## config.mk

```make
export PLATFORM = sky130hd
export DESIGN_NAME = irq_status_ctrl
export DESIGN_NICKNAME = d
export VERILOG_FILES = /design/src/rtl/irq_pkg.sv /design/src/rtl/irq_evt_latch.sv /design/src/rtl/irq_level_cmp.sv /design/src/rtl/irq_rd_port.sv /design/src/rtl/irq_status_ctrl.sv
export SDC_FILE = /design/constraint.sdc
export NUM_CORES = 1
export LEC_CHECK = 0
export CORE_MARGIN = 5
export CORE_UTILIZATION = 41
export DETAILED_ROUTE_END_ITERATION = 10
export HOLD_SLACK_MARGIN = 0.06
export PLACE_DENSITY = 0.81
export SLEW_MARGIN = 10
export SYNTH_ARGS = -nofsm -noshare
export SYNTH_HDL_FRONTEND = slang
export SYNTH_SLANG_ARGS = --single-unit
```

## constraint.sdc

```tcl
create_clock -name clk -period 1.35 [get_ports clk]
set_input_delay 0.135 -clock clk [delete_from_list [all_inputs] [get_ports clk]]
set_output_delay 0.135 -clock clk [all_outputs]
set_load 0.005 [all_outputs]
```

## src/rtl/irq_pkg.sv

```systemverilog
package irq_pkg;
  localparam int NSRC      = 6;
  localparam int RD_ADDR_W = 4;

  // field positions inside raw / mask / masked vectors
  localparam int B_TXE = 0;
  localparam int B_TXO = 1;
  localparam int B_RXU = 2;
  localparam int B_RXO = 3;
  localparam int B_RXF = 4;
  localparam int B_MST = 5;

  // which positions hold latched error sources
  localparam logic [NSRC-1:0] LATCHED = 6'b101110;

  typedef enum logic [RD_ADDR_W-1:0] {
    A_RAW     = 4'd0,
    A_MASK    = 4'd1,
    A_STAT    = 4'd2,
    A_CLR_TXO = 4'd3,
    A_CLR_RXO = 4'd4,
    A_CLR_RXU = 4'd5,
    A_CLR_MST = 4'd6,
    A_CLR_ALL = 4'd7
  } rd_addr_e;
endpackage

```

## src/rtl/irq_evt_latch.sv

```systemverilog
module irq_evt_latch (
  input  logic clk,
  input  logic rst,
  input  logic set_i,
  input  logic clr_i,
  output logic nxt_o,
  output logic q_o
);
  // set has priority over a clearing read on the same edge
  always_comb nxt_o = set_i | (q_o & ~clr_i);

  always_ff @(posedge clk) begin
    if (rst) q_o <= 1'b0;
    else     q_o <= nxt_o;
  end


  set_wins_chk: assert property (@(posedge clk) disable iff (rst)
    set_i |=> q_o);

  clear_drops_chk: assert property (@(posedge clk) disable iff (rst)
    (clr_i && !set_i) |=> !q_o);

  hold_chk: assert property (@(posedge clk) disable iff (rst)
    (!set_i && !clr_i) |=> (q_o == $past(q_o)));
endmodule

```

## src/rtl/irq_level_cmp.sv

```systemverilog
module irq_level_cmp #(
  parameter int LVL_W = 5,
  parameter bit ABOVE = 1'b0
) (
  input  logic             clk,
  input  logic             rst,
  input  logic [LVL_W-1:0] level,
  input  logic [LVL_W-1:0] thresh,
  output logic             nxt_o,
  output logic             q_o
);
  generate
    if (ABOVE) begin : g_above
      always_comb nxt_o = (level > thresh);
    end else begin : g_at_or_below
      always_comb nxt_o = (level <= thresh);
    end
  endgenerate

  always_ff @(posedge clk) begin
    if (rst) q_o <= 1'b0;
    else     q_o <= nxt_o;
  end
endmodule

```

## src/rtl/irq_rd_port.sv

```systemverilog
module irq_rd_port
  import irq_pkg::*;
#(
  parameter int DATA_W = 32
) (
  input  logic                 clk,
  input  logic                 rst,
  input  logic                 rd_en,
  input  logic [RD_ADDR_W-1:0] rd_addr,
  input  logic [NSRC-1:0]      raw_q,
  input  logic [NSRC-1:0]      mask_q,
  input  logic [NSRC-1:0]      masked_q,
  output logic [DATA_W-1:0]    rd_data
);
  localparam int PAD_W = DATA_W - NSRC;

  logic [NSRC-1:0] sel_vec;

  always_comb begin
    sel_vec = '0;
    case (rd_addr)
      A_RAW:     sel_vec = raw_q;
      A_MASK:    sel_vec = mask_q;
      A_STAT:    sel_vec = masked_q;
      A_CLR_TXO: sel_vec[0] = raw_q[B_TXO];
      A_CLR_RXO: sel_vec[0] = raw_q[B_RXO];
      A_CLR_RXU: sel_vec[0] = raw_q[B_RXU];
      A_CLR_MST: sel_vec[0] = raw_q[B_MST];
      A_CLR_ALL: sel_vec[0] = |(raw_q & LATCHED);
      default:   sel_vec = '0;
    endcase
  end

  always_ff @(posedge clk) begin
    if (rst)        rd_data <= '0;
    else if (rd_en) rd_data <= {{PAD_W{1'b0}}, sel_vec};
    else            rd_data <= '0;
  end


  idle_zero_chk: assert property (@(posedge clk) disable iff (rst)
    !rd_en |=> (rd_data == '0));

  clr_upper_chk: assert property (@(posedge clk) disable iff (rst)
    (rd_en && rd_addr >= A_CLR_TXO && rd_addr <= A_CLR_ALL)
      |=> (rd_data[DATA_W-1:1] == '0));
endmodule

```

## src/rtl/irq_status_ctrl.sv

```systemverilog
module irq_status_ctrl
  import irq_pkg::*;
#(
  parameter int LVL_W  = 5,
  parameter int DATA_W = 32
) (
  input  logic                 clk,
  input  logic                 rst,
  input  logic                 evt_tx_ovf,
  input  logic                 evt_rx_udf,
  input  logic                 evt_rx_ovf,
  input  logic                 evt_mst,
  input  logic [LVL_W-1:0]     tx_level,
  input  logic [LVL_W-1:0]     tx_thresh,
  input  logic [LVL_W-1:0]     rx_level,
  input  logic [LVL_W-1:0]     rx_thresh,
  input  logic                 mask_we,
  input  logic [NSRC-1:0]      mask_wdata,
  input  logic                 rd_en,
  input  logic [RD_ADDR_W-1:0] rd_addr,
  output logic [DATA_W-1:0]    rd_data,
  output logic                 irq
);
  logic [NSRC-1:0] raw_q, raw_nxt;
  logic [NSRC-1:0] mask_q, mask_nxt;
  logic [NSRC-1:0] masked_q;
  logic [NSRC-1:0] clr_vec;
  logic            clr_all;

  assign clr_all = rd_en && (rd_addr == A_CLR_ALL);

  always_comb begin
    clr_vec        = '0;
    clr_vec[B_TXO] = clr_all || (rd_en && rd_addr == A_CLR_TXO);
    clr_vec[B_RXO] = clr_all || (rd_en && rd_addr == A_CLR_RXO);
    clr_vec[B_RXU] = clr_all || (rd_en && rd_addr == A_CLR_RXU);
    clr_vec[B_MST] = clr_all || (rd_en && rd_addr == A_CLR_MST);
  end

  for (genvar i = 0; i < NSRC; i++) begin : g_src
    if (LATCHED[i]) begin : g_latch
      logic set_s;
      case (i)
        B_TXO:   begin : g_s assign set_s = evt_tx_ovf; end
        B_RXU:   begin : g_s assign set_s = evt_rx_udf; end
        B_RXO:   begin : g_s assign set_s = evt_rx_ovf; end
        default: begin : g_s assign set_s = evt_mst;    end
      endcase
      irq_evt_latch u_latch (
        .clk   (clk),
        .rst   (rst),
        .set_i (set_s),
        .clr_i (clr_vec[i]),
        .nxt_o (raw_nxt[i]),
        .q_o   (raw_q[i])
      );
    end else if (i == B_TXE) begin : g_tx_low
      irq_level_cmp #(.LVL_W(LVL_W), .ABOVE(1'b0)) u_cmp (
        .clk    (clk),
        .rst    (rst),
        .level  (tx_level),
        .thresh (tx_thresh),
        .nxt_o  (raw_nxt[i]),
        .q_o    (raw_q[i])
      );
    end else begin : g_rx_high
      irq_level_cmp #(.LVL_W(LVL_W), .ABOVE(1'b1)) u_cmp (
        .clk    (clk),
        .rst    (rst),
        .level  (rx_level),
        .thresh (rx_thresh),
        .nxt_o  (raw_nxt[i]),
        .q_o    (raw_q[i])
      );
    end
  end

  assign mask_nxt = mask_we ? mask_wdata : mask_q;

  always_ff @(posedge clk) begin
    if (rst) begin
      mask_q   <= '0;
      masked_q <= '0;
      irq      <= 1'b0;
    end else begin
      mask_q   <= mask_nxt;
      masked_q <= raw_nxt & mask_nxt;
      irq      <= |(raw_nxt & mask_nxt);
    end
  end

  irq_rd_port #(.DATA_W(DATA_W)) u_rd (
    .clk      (clk),
    .rst      (rst),
    .rd_en    (rd_en),
    .rd_addr  (rd_addr),
    .raw_q    (raw_q),
    .mask_q   (mask_q),
    .masked_q (masked_q),
    .rd_data  (rd_data)
  );


  masked_and_chk: assert property (@(posedge clk) disable iff (rst)
    masked_q == (raw_q & mask_q));

  irq_match_chk: assert property (@(posedge clk) disable iff (rst)
    irq == (masked_q != '0));

  level_kept_chk: assert property (@(posedge clk) disable iff (rst)
    (clr_all && (tx_level <= tx_thresh)) |=> raw_q[B_TXE]);

  unmapped_quiet_chk: assert property (@(posedge clk) disable iff (rst)
    (rd_en && rd_addr > A_CLR_ALL && !evt_tx_ovf && !evt_rx_udf
     && !evt_rx_ovf && !evt_mst)
      |=> ((raw_q & LATCHED) == ($past(raw_q) & LATCHED)));
endmodule

```

=== Yosys cells after proc, flatten, opt, wreduce, memory -nomap -nowiden ===
Cells that the tools add are included.

* Register bits: 51
* Input port bits: 38

* Magnitude comparators: 2
* Eq/ne operators: 7
* Multiplexer cells: 3
* Bitwise operators: 14
* Reductions and logical operators: 13

{| class="wikitable"
|+ Operators by type and width
! operator !! number
|-
| equality test 4 x 3 -> 1 bit (second input constant) || 4
|-
| case mux 5 bit (3 select lines) || 1
|-
| equality test 4 x 2 -> 1 bit (second input constant) || 2
|-
| case mux 1 bit (8 select lines) || 1
|-
| AND 6 bit || 1
|-
| two-way mux 6 bit || 1
|-
| OR reduction 6 bit || 1
|-
| greater-than comparator 5 bit || 1
|-
| less-or-equal comparator 5 bit || 1
|-
| logical AND 1 bit || 5
|-
| inverter 1 bit || 5
|-
| AND 1 bit || 4
|-
| equality test 4 x 1 -> 1 bit (second input constant) || 1
|-
| zero test 4 bit || 1
|-
| logical OR 1 bit || 4
|-
| bitwise OR 1 bit || 4
|-
| OR reduction 4 bit || 1
|-
| OR reduction 2 bit || 1
|}

=== Logic depth before layout (Yosys ltp) ===
Gate-level depths: netlist of run 1.

* Depth in word-level cells: 8
* Mapped depth: 6

=== By module ===
From an unflattened synthesis of run 1, not the netlist that was laid out.

* Cells, all modules: 180
* Area, all modules: 1,589.0 sq um

{| class="wikitable"
|+ By module, submodules not included
! module !! instances !! cells an instance !! area each (sq um)
|-
| irq_rd_port || 1 || 71 || 569.3
|-
| irq_status_ctrl || 1 || 48 || 506.7
|-
| irq_evt_latch || 4 || 5 || 50.0
|-
| irq_level_cmp at g_src[4].g_rx_high.u_cmp || 1 || 20 || 157.7
|-
| irq_level_cmp at g_src[0].g_tx_low.u_cmp || 1 || 21 || 155.1
|}

=== Worst setup path before layout of run 1 ===
OpenSTA, ideal clock, no wires.

* Path type: input -> register
* Start: input tx_thresh[4]
* End: register irq
* Setup time: 0.077 ns
* Arrival: 1.155 ns
* Slack: 0.119 ns
* Cell stages on the path: 6
* Path through: inv_1 > ha_1 > nand4_1 > or3_1 > o211a_1 > a41oi_2

* Longest elaborated chain between the ends: 3

{| class="wikitable"
|+ RTL lines
! item !! line !! source
|-
| start: declaration || irq_status_ctrl.sv:14 || <nowiki>input logic [LVL_W-1:0] tx_thresh,</nowiki>
|-
| less-or-equal comparator 5 bit || irq_level_cmp.sv:16 || <nowiki>always_comb nxt_o = (level <= thresh);</nowiki>
|-
| AND 6 bit || irq_status_ctrl.sv:88 || <nowiki>irq <= |(raw_nxt & mask_nxt);</nowiki>
|-
| OR reduction 6 bit || irq_status_ctrl.sv:88 ||
|-
| end signal: assignment || irq_status_ctrl.sv:88 ||
|-
| end: declaration || irq_status_ctrl.sv:22 || <nowiki>output logic irq</nowiki>
|}

Every way passes these cells.
A chain may end at the register's enable or synchronous reset.

=== Worst setup path after layout of run 1 ===
* Start: input tx_level[1]
* End: register irq

* Longest elaborated chain between the ends: 3

{| class="wikitable"
|+ RTL lines
! item !! line !! source
|-
| start: declaration || irq_status_ctrl.sv:13 || <nowiki>input logic [LVL_W-1:0] tx_level,</nowiki>
|-
| less-or-equal comparator 5 bit || irq_level_cmp.sv:16 ||
|-
| AND 6 bit || irq_status_ctrl.sv:88 ||
|-
| OR reduction 6 bit || irq_status_ctrl.sv:88 ||
|}

Every way passes these cells.

==> impl_results.md, run 1 <==
* Critical path arrival at between 1500 and 2000 ps
* H-tree levels at 1
* Compound-cell area share of the yosys netlist at between 10% and 20%
* Sequential-to-total area share from yosys stat at between 30% and 40%
* RSZ-0062 raised after global routing: true
* Post-synthesis simple-gate area fraction at between 10% and 20%
* Distinct cell type count after synthesis at 40
* Status: finished with violations
* Routed vias/inst at approximately 4.7
* Fin crit period at between 1000 and 1500 ps
* Setup Skew at 8.34 ps
* Pwr per Cell Area at 759 mW/mm^2
* WS Path Type: primary input to flip-flop
* Row count at 21
* Post-route DRC at 0
* Setup Fix Bufs, Post-CTS at 0
* Xor and xnor area share after synthesis at less than 1%
* Total grt overflow at 0
* CTS Hold Bufs at 0
* Max-Cap Viols at 0
* Hold slack at around 480 ps
* Avg Inst Size Synth at approximately 8.6 sq um
* DR pass1 iterations at 4
* CP endpoint kind: flip-flop
* Later-pin clock latency in the skew report at a little over 300 ps
* EDFF count, synth at 0
* Syn-to-layout area delta at 39.3%
* Worst reg2reg setup slack at between 200 and 250 ps
* Core box area at approximately 0.0034 sq mm
* Max-slew violations at 0
* Layout cells sized above 1 at between 10% and 20%
* Adder-cell share of the synthesized area at under 10%
* Layout Nets at approximately 280
* Post-Route Utilization at between 60% and 70%
* Hold Startpoint: masked_q[2]
* Area after DPL at 0.00200 sq mm
* Final antenna-violating net count at 0
* Hold Vio Cnt, Final at 0
* DRT Wirelength at around 3600 microns
* CTS tree: done
* Wire per inst at roughly 13 microns
* Hold EP: u_rd.rd_data[2]
* Crit-path max FO at 3
* Placer Congestion at approximately 0.9
* Max Freq at around 740 MHz
* Sink Count at 25
* First-pass GRT wire length at between 5000 and 6000 microns
* Post-route setup slack at -2.06 ps
* FF-to-FF End: irq
* Post-route cell area at between 0.002 and 0.0025 sq mm
* CTS Root Cell: clkbuf_4
* Syn Std Cell Area at approximately 0.0015 sq mm
* Pre-CTS setup slack at -445 ps
* Worst path required time at about 1600 ps
* Worst R2R Path Depth at 4
* Crit path cell chain: clkdlybuf4s50_1, ha_1, nand4_1, or3_1, o211a_1, a41oi_2
* Cell taking the most area after synthesis: dfxtp_1
* Mapped Cells at 172
* HPWL Detailed at ~2800 microns
* Period utilization at 100%
* Failing checks: negative setup slack
* Diodes inserted at 0
* Number of synthesized register bits at 25
* Initial DRC Count at between 70 and 80
* Total GRT Usage at 13.8%
* Largest family of logic cells by synthesized area: buffers and inverters
* Clk slew on worst S/H paths at ~130 ps
* Mux contribution to synthesized area at 8.09%
* Synth warnings at 0
* Maximum VDD drop at around 0.32 mV
* # setup viols final at 1
* Non-Filler Instances at 281
* Top cells by area, synth: dfxtp_1 34%, buf_4 13%, ha_1 8.4%
* Initial core utilization at a little over two fifths
* Initial antenna violation count at 0
* WP buf/inv at 1
* Largest net degree at the start of global routing at 20
* Crit-path leading delay family: simple AND/OR/NAND/NOR gates
* Detailed-route via count at between 1,000 and 1,500
* TritonCTS Buffers at 3
* Top cells by count, synth: 26 x buf_4, 25 x dfxtp_1, 24 x nor2_1
* Final total power at around 1.6 mW
* Die area at approximately 0.0049 sq mm
* Die Y at 70.2 microns
* Leakage dissipation at approximately 0.94 nW
* Die W at around 70 microns
* Clock buffer depth at 2
* Count leader, synth: buf_4
* Post-synth ARST share at 0%
* HP Class: flip-flop to flip-flop
* Main flop type after synthesis: dfxtp_1
* Number of top-level pins at 71
* Placed Cells at around 280
* Crit path max-delay cell type: clkdlybuf4s50_1
* CP startpoint kind: primary input
* Hold depth at 2
* R2R Path Start: g_src[2].g_latch.u_latch.q_o
* Post-synth top area share at 33.7%
* Max stage delay on crit path at about 400 ps
* # port buffers at 44
* Post-route setup TNS at -2.06 ps
* Vias in the first global route at between 1,000 and 1,500
* Fillers at roughly 320
## worst max-delay path by stage
stage,endpoint,cells past startpoint,startpoint
after global placement,irq,7,tx_thresh[2]
after global routing,irq,6,tx_level[1]
final,irq,6,tx_level[1]
after floorplan,irq,6,tx_thresh[4]
after detailed placement,irq,7,tx_thresh[2]
after CTS,irq,7,rx_thresh[4]
## power by group
group	leakage, nW	internal, mW	switching (mW)
registers	0.206	0.778	0.0200
clock network	0.0150	0.115	0.209
logic	0.721	0.251	0.194
total	0.942	1.14	0.424
## worst reg2reg max path, stage by stage (launching register included)
cell and delay, ps:
dfxtp_1 400, nor2_1 70, a311o_1 340, o211a_1 130
a41oi_2 120
## what timing repair did
item	4_1_cts	5_1_grt
gates resized for setup	15	2
setup endpoints to repair	3	5
pin swaps	4	2
## flip-flops by register name, summed over array words and instances (netlist names)
signal                     flops
g_src.g_latch.u_latch.q_o      4
mask_q                         6
masked_q                       6
irq                            1
g_src.g_rx_high.u_cmp.q_o      1
u_rd.rd_data                   6
g_src.g_tx_low.u_cmp.q_o       1
## cell type report
cell class,count,area [sq um],share of cell area [%]
Sequential cell,25,500,24.2
Inverter,14,52.6,2.54
Timing Repair Buffer,66,597,28.9
Tap cell,46,57.6,2.78
Clock buffer,4,26.3,1.27
Multi-Input combinational cell,126,833,40.3
## cell usage in the layout (no fill, tap or decap), types with 2 or more instances in the layout
cell type        count
clkdlybuf4s50_1     37
conb_1              26
dfxtp_1             25
nor2_1              24
buf_4               22
mux2i_1             12
a21oi_1             11
inv_1               10
ha_1                 7
dlygate4sd2_1        7
nor3_1               5
inv_2                4
nand2_1              4
nor2b_1              3
nand3_1              3
ha_4                 3
clkbuf_4             3
o21ai_0              2
o21ai_2              2
nand4b_1             2
## per-layer routing
| layer | part of all wire [%] | GRT usage, % | up-vias |
|---|---|---|---|
| met4 | 0 | 5.53 | 0 |
| met3 | 11 | 4.45 | 0 |
| met1 | 40 | 14.9 | 592 |
| li1 | - | - | 660 |
| met2 | 49 | 24.6 | 63 |
| met5 | 0 | 0 | - |
## logic make-up (layout without fill, tap and decap cells)
logic type                 count (synthesis)  count (layout)
xor gates and xnor gates                   1               1
AOI/OAI and AO/OA                         29              29
DFF                                       25              25
adders and majority gates                 10              10
other                                      1              26
muxes                                     12              12
and+or+nand+nor                           48              48
buffers and inverters                     46              84
Note: power is estimated with default switching activity, not from simulation.
==> run 2, diff against run 1 <==
--- a/config.mk
+++ b/config.mk
@@ -6,11 +6,12 @@
 export NUM_CORES = 1
 export LEC_CHECK = 0
 export CORE_MARGIN = 5
-export CORE_UTILIZATION = 41
+export CORE_UTILIZATION = 42
 export DETAILED_ROUTE_END_ITERATION = 10
 export HOLD_SLACK_MARGIN = 0.06
 export PLACE_DENSITY = 0.81
 export SLEW_MARGIN = 10
 export SYNTH_ARGS = -nofsm -noshare
 export SYNTH_HDL_FRONTEND = slang
+export SYNTH_HIERARCHICAL = 1
 export SYNTH_SLANG_ARGS = --single-unit
==> run 2 against run 1 <==
The flow now finishes without violations. Global-route usage grew 1.2 points. Clock skew fell by 4.2 ps. Area after synthesis grew 7.1%. First-iteration DRC count shrank 24%. Sequential share of layout area fell by 2.7 points. Clock power up 37%.
==> impl_results.md, run 2 <==
* Layout cells sized above 1 at between 20% and 30%
* Initial DRC Count at 60
* GRT met1 Usage at 17.6%
* # setup viols final at 0
* Post-Route Utilization at between 60% and 70%
* Pwr per Cell Area at between 700 and 800 mW/mm^2
* CP endpoint kind: flip-flop
* Most common cell after layout, fill and taps aside: buf_4
* Largest registers: mask_q x6, masked_q x6, u_rd/rd_data x6
* Total grt overflow at 0
* Setup Skew at 4.18 ps
* Met2 Track Usage GR at about a quarter
* Fillers at 329
* Die Y at between 70 and 80 microns
* Status: finished, final reports clean
* Post-synth ARST share at 0%
* Initial antenna violation count at 0
* Fin crit period at roughly 1300 ps
* Initial core utilization at a little over two fifths
* Period utilization at ~95%
* Clock buffer depth at 2
* Maximum VDD drop at between 0.3 and 0.4 mV
* Commonest cells after routing, fill and taps aside: 28 x buf_4, 26 x conb_1, 25 x dfxtp_1
* Syn Std Cell Area at ~0.0016 sq mm
* Diodes inserted at 0
* Final antenna-violating net count at 0
* Number of synthesized register bits at 25
* Avg Inst Size Synth at 8.83 sq um
* Met3 usage at between 3 and 4%
* EDFF count, synth at 0
* Critical path arrival at around 1500 ps
* GRT busiest layer: met2
* Core box area at around 0.0037 sq mm
* Number of top-level pins at 71
* WS Path Type: primary input to flip-flop
* Vias in the first global route at 1,373
* RSZ-0062 raised after global routing: false
* Synth warnings at 6
* Detailed-route via count at 1,409
* Area after DPL at between 0.002 and 0.0025 sq mm
* CTS Hold Bufs at 0
* Max Freq at about 780 MHz
* HP Class: primary input to flip-flop
* Post-route cell area at 0.00232 sq mm
* Main flop type after synthesis: dfxtp_1
* Post-route DRC at 0
* Die W at about 72 microns
* Largest net degree at the start of global routing at 15
* Hold slack at roughly 290 ps
* Later-pin clock latency in the skew report at 270 ps
* Sink Count at 25
* Top cells by area, synth: dfxtp_1 31%, buf_4 13%, ha_1 7.9%
* Distinct cell type count after synthesis at 38
* Post-synth top area share at 31.5%
* Sequential-to-total area share from yosys stat at a little under a third
* First-pass GRT wire length at between 6000 and 7000 microns
* CTS Root Cell: clkbuf_8
* Mapped Cells at 180
* Max-Cap Viols at 0
* HPWL Detailed at between 2000 and 3000 microns
* DR pass1 iterations at 4
* Die area at just over 0.005 sq mm
* Crit-path max FO at 2
* Layout Nets at between 200 and 300
* CP startpoint kind: primary input
* Worst path required time at approximately 1600 ps
* Row count at 22
* TritonCTS Buffers at 3
* H-tree levels at 1
* Max-slew violations at 0
* Routed vias/inst at approximately 4.7
* Leakage dissipation at ~1.1 nW
* Top cells by count, synth: 27 x buf_4, 25 x dfxtp_1, 21 x inv_1
* # port buffers at 44
* Hold Vio Cnt, Final at 0
* CTS tree: done
* DRT Wirelength at between 3000 and 4000 microns
* Placer Congestion at 0.856
* Count leader, synth: buf_4
* Total GRT Usage at 15.0%
* Cell taking the most area after synthesis: dfxtp_1
* Clk slew on worst S/H paths at roughly 90 ps
* Syn-to-layout area delta at 46.1%
* Wire per inst at between 10 and 15 microns
## run 2: per-stage QoR
stage	setup WS, ps	setup TNS [ps]	instances	total power, mW
detailed placement	-539	-3440	291	1.29
CTS	0.702	0	296	1.76
global placement	-489	-3090	291	1.28
global route	0.467	0	298	1.87
floorplan	8.14	0	205	1.10
finish	69.4	0	298	1.77
## run 2: cell type report
cell class	instances	area [sq um]	area share (%)
inverters	21	78.8	3.39
clock inverters	1	5.00	0.216
flip-flops and latches	25	500	21.6
multi-input cells	128	996	42.9
well taps	48	60.1	2.59
clock buffers	3	41.3	1.78
repair buffers	72	641	27.6
## run 2: critical path, cell delays in order
cell and delay (ps):
clkdlybuf4s50_1 460, inv_1 40, ha_1 190, o221a_2 240, a21oi_2 90, inv_1 60, o22ai_1 140, o31a_1 140
## run 2: per-layer routing
metal / routed length (microns) / vias up / part of all wire [%]
met3: 288 / 9 / 7.7
met5: 0 / - / 0
met1: 1560 / 642 / 42
met2: 1810 / 58 / 48
li1: - / 700 / -
met4: 87 / 0 / 2.3
## run 2: worst paths after layout
path	from	to	slack, ps	cells after the start
min reg2reg	masked_q[5]	u_rd/rd_data[5]	470	2
min	rd_en	u_rd/rd_data[0]	290	4
max reg2reg	g_src[2].g_latch.u_latch/q_o	u_rd/rd_data[0]	180	3
max	rx_level[0]	irq	70	8
## run 2: what timing repair did
item                                    4_1_cts  5_1_grt
pin swaps                                    11        9
buffers inserted                              1        2
gates resized for setup                      39       15
endpoints found under the setup margin        5        1
## run 2: cells by family (layout without fill, tap and decap cells)
family                     Yosys count  in the layout  synth area share [%]
other                                1             26                 0.236
AOI/OAI and AO/OA                   28             28                  12.6
DFF                                 25             25                  31.5
xor gates and xnor gates             1              1                 0.551
muxes                               13             13                  8.50
and+or+nand+nor                     50             50                  19.1
buffers and inverters               52             97                  19.7
adders and majority gates           10             10                  7.87
## run 2: power breakdown
| group | switching (mW) | internal, mW |
|---|---|---|
| combinational | 0.228 | 0.295 |
| sequential | 0.0244 | 0.777 |
| clock | 0.238 | 0.207 |
==> run 3, diff against run 2 <==
--- a/config.mk
+++ b/config.mk
@@ -5,7 +5,6 @@
 export SDC_FILE = /design/constraint.sdc
 export NUM_CORES = 1
 export LEC_CHECK = 0
-export CORE_MARGIN = 5
 export CORE_UTILIZATION = 42
 export DETAILED_ROUTE_END_ITERATION = 10
 export HOLD_SLACK_MARGIN = 0.06
==> run 3 against run 2 <==
Final cell count is 0.67% lower. Clock power down 3%. Largest power group unchanged. Clock skew decreased by 2.7 ps. Combinational power is 7.3% higher. Final area increased by 2.1%. Global-route usage up 4.1 points. Non-clock buffer count unchanged. Sequential power barely moved. Die area is 21% lower. Via count increased by 0.85%.
==> impl_results.md, run 3 (synthesized netlist as in run 2, its figures left out) <==
* HP Class: primary input to flip-flop
* Clk pwr share at 24.0%
* Initial core utilization at 45.8%
* Die area at 0.00403 sq mm
* Die Y at between 60 and 70 microns
* Row count at 21
* Worst Setup SP: rx_level[0]
* Seq pwr share at ~45%
* Pwr per Cell Area at between 700 and 800 mW/mm^2
* Routed vias/inst at between 4 and 5
* Largest registers: mask_q x6, masked_q x6, u_rd/rd_data x6
* CTS Root Cell: clkbuf_8
* Layout cells sized above 1 at 31.6%
* Hold slack at ~330 ps
* Max Freq at roughly 760 MHz
* Later-pin clock latency in the skew report at 260 ps
* Clk slew on worst S/H paths at 80 ps
* R2R Path Start: g_src[3].g_latch.u_latch/q_o
* TritonCTS Buffers at 3
* Core box area at ~0.0035 sq mm
* Max-slew violations at 0
* Placer Congestion at around 0.8
* Post-route cell area at between 0.002 and 0.0025 sq mm
* P_sw at ~0.49 mW
* Clock buffer depth at 2
* Worst path required time at 1510 ps
* Most common cell after layout, fill and taps aside: buf_4
* DRT Wirelength at 3770 microns
* CTS tree: done
* HPWL Detailed at between 2000 and 3000 microns
* Period utilization at between 90% and 100%
* Critical path arrival at 1480 ps
* Fin crit period at approximately 1300 ps
* Number of top-level pins at between 70 and 80
* Maximum VDD drop at around 0.4 mV
* Max-Cap Viols at 0
* Status: finished, final reports clean
* Area of the multi-input gates at between 0.001 and 0.0015 sq mm
* Area after DPL at between 0.002 and 0.0025 sq mm
* Setup Skew at 1.52 ps
* Internal at about 1.3 mW
* Largest net degree at the start of global routing at 14
* Vias in the first global route at around 1,400
* CP endpoint kind: flip-flop
* Syn-to-layout area delta at 49.2%
* H-tree levels at 1
* First-pass GRT wire length at roughly 6100 microns
* Total grt overflow at 0
* Switching Share at a little over a quarter
* Post-route DRC at 0
* Diodes inserted at 0
* Detailed-route via count at around 1,400
* Total GRT Usage at 19.1%
* RSZ-0062 raised after global routing: true
* Crit-path max FO at 2
* Initial antenna violation count at 0
* WS Path Type: primary input to flip-flop
* CP startpoint kind: primary input
* Leakage dissipation at 1.08 nW
* Fillers at 299
* Wire per inst at approximately 13 microns
* Combinational Power Share at a little under a third
* Hold Startpoint: rd_en
* Final antenna-violating net count at 0
* DR pass1 iterations at 4
* Initial DRC Count at 44
* Layout Nets at approximately 300
* Die W at 63.5 microns
* Hold Vio Cnt, Final at 0
* Sink Count at 25
* Reg area at roughly 500 sq um
* # setup viols final at 0
* Commonest cells after routing, fill and taps aside: 27 x buf_4, 26 x conb_1, 25 x dfxtp_1
* # port buffers at 44
-- run 3: changes by cell type in the layout (fill, tap and decap cells not counted), sizes merged --
cell           change
clkdlybuf4s15      +6
clkinv             -1
clkbuf             +4
dlygate4sd2        -9
-- run 3: critical path: stages --
cell and delay [ps]:
clkdlybuf4s50_1 470, inv_1 50, ha_2 340, a21oi_2 60, inv_2 70, o22ai_2 80, o31a_1 280
-- run 3: per-layer routing --
| metal | vias up | GRT usage [%] | share of wire (%) |
|---|---|---|---|
| met5 | - | 0 | 0 |
| met2 | 54 | 39.0 | 54 |
| met3 | 10 | 1.99 | 4.7 |
| met4 | 0 | 8.24 | 2.5 |
| met1 | 657 | 18.7 | 38 |
| li1 | 700 | - | - |
-- run 3: path summary, 6_finish.rpt --
| kind | cells after the start | slack, ps | end |
|---|---|---|---|
| worst max-delay path | 7 | 30 | irq |
| worst min register to register | 2 | 460 | u_rd/rd_data[5] |
| worst min-delay path | 3 | 330 | u_rd/rd_data[0] |
| worst max register to register | 3 | 170 | u_rd/rd_data[0] |
-- run 3: power by group through the flow --
stage	sequential [mW]	clock (mW)	combinational (mW)
global placement	0.818	0	0.464
floorplan	0.813	0	0.288
detailed placement	0.819	0	0.476
finish	0.804	0.431	0.560
CTS	0.803	0.439	0.521
global route	0.809	0.472	0.613
-- run 3: what timing repair did --
| action | 4_1_cts | 5_1_grt |
|---|---|---|
| buffers inserted | 1 | 0 |
| setup endpoints to repair | 5 | 2 |
| gates resized for setup | 45 | 31 |
| hold buffers | 0 | 0 |
| pin swaps | 10 | 17 |
-- run 3: final cells by class --
| type | instances | share of cell area (%) |
|---|---|---|
| tap | 46 | 2.43 |
| inverter | 21 | 3.32 |
| multi-input combinational | 128 | 44.2 |
| sequential | 25 | 21.1 |
| timing repair buffer | 72 | 27.0 |
| clock buffer | 4 | 1.90 |
-- run 3: stage by stage --
step	setup WS [ps]	power, mW	setup TNS (ps)	util (%)	cells
after global routing	-21.3	1.89	-37.1	68.4	296
after detailed placement	-566	1.30	-3610	62.0	291
after global placement	-481	1.28	-3150	62.0	291
after CTS	1.83	1.76	0	66.8	296
after floorplan	8.14	1.10	0	-	205
final	26.5	1.79	0	68.4	296
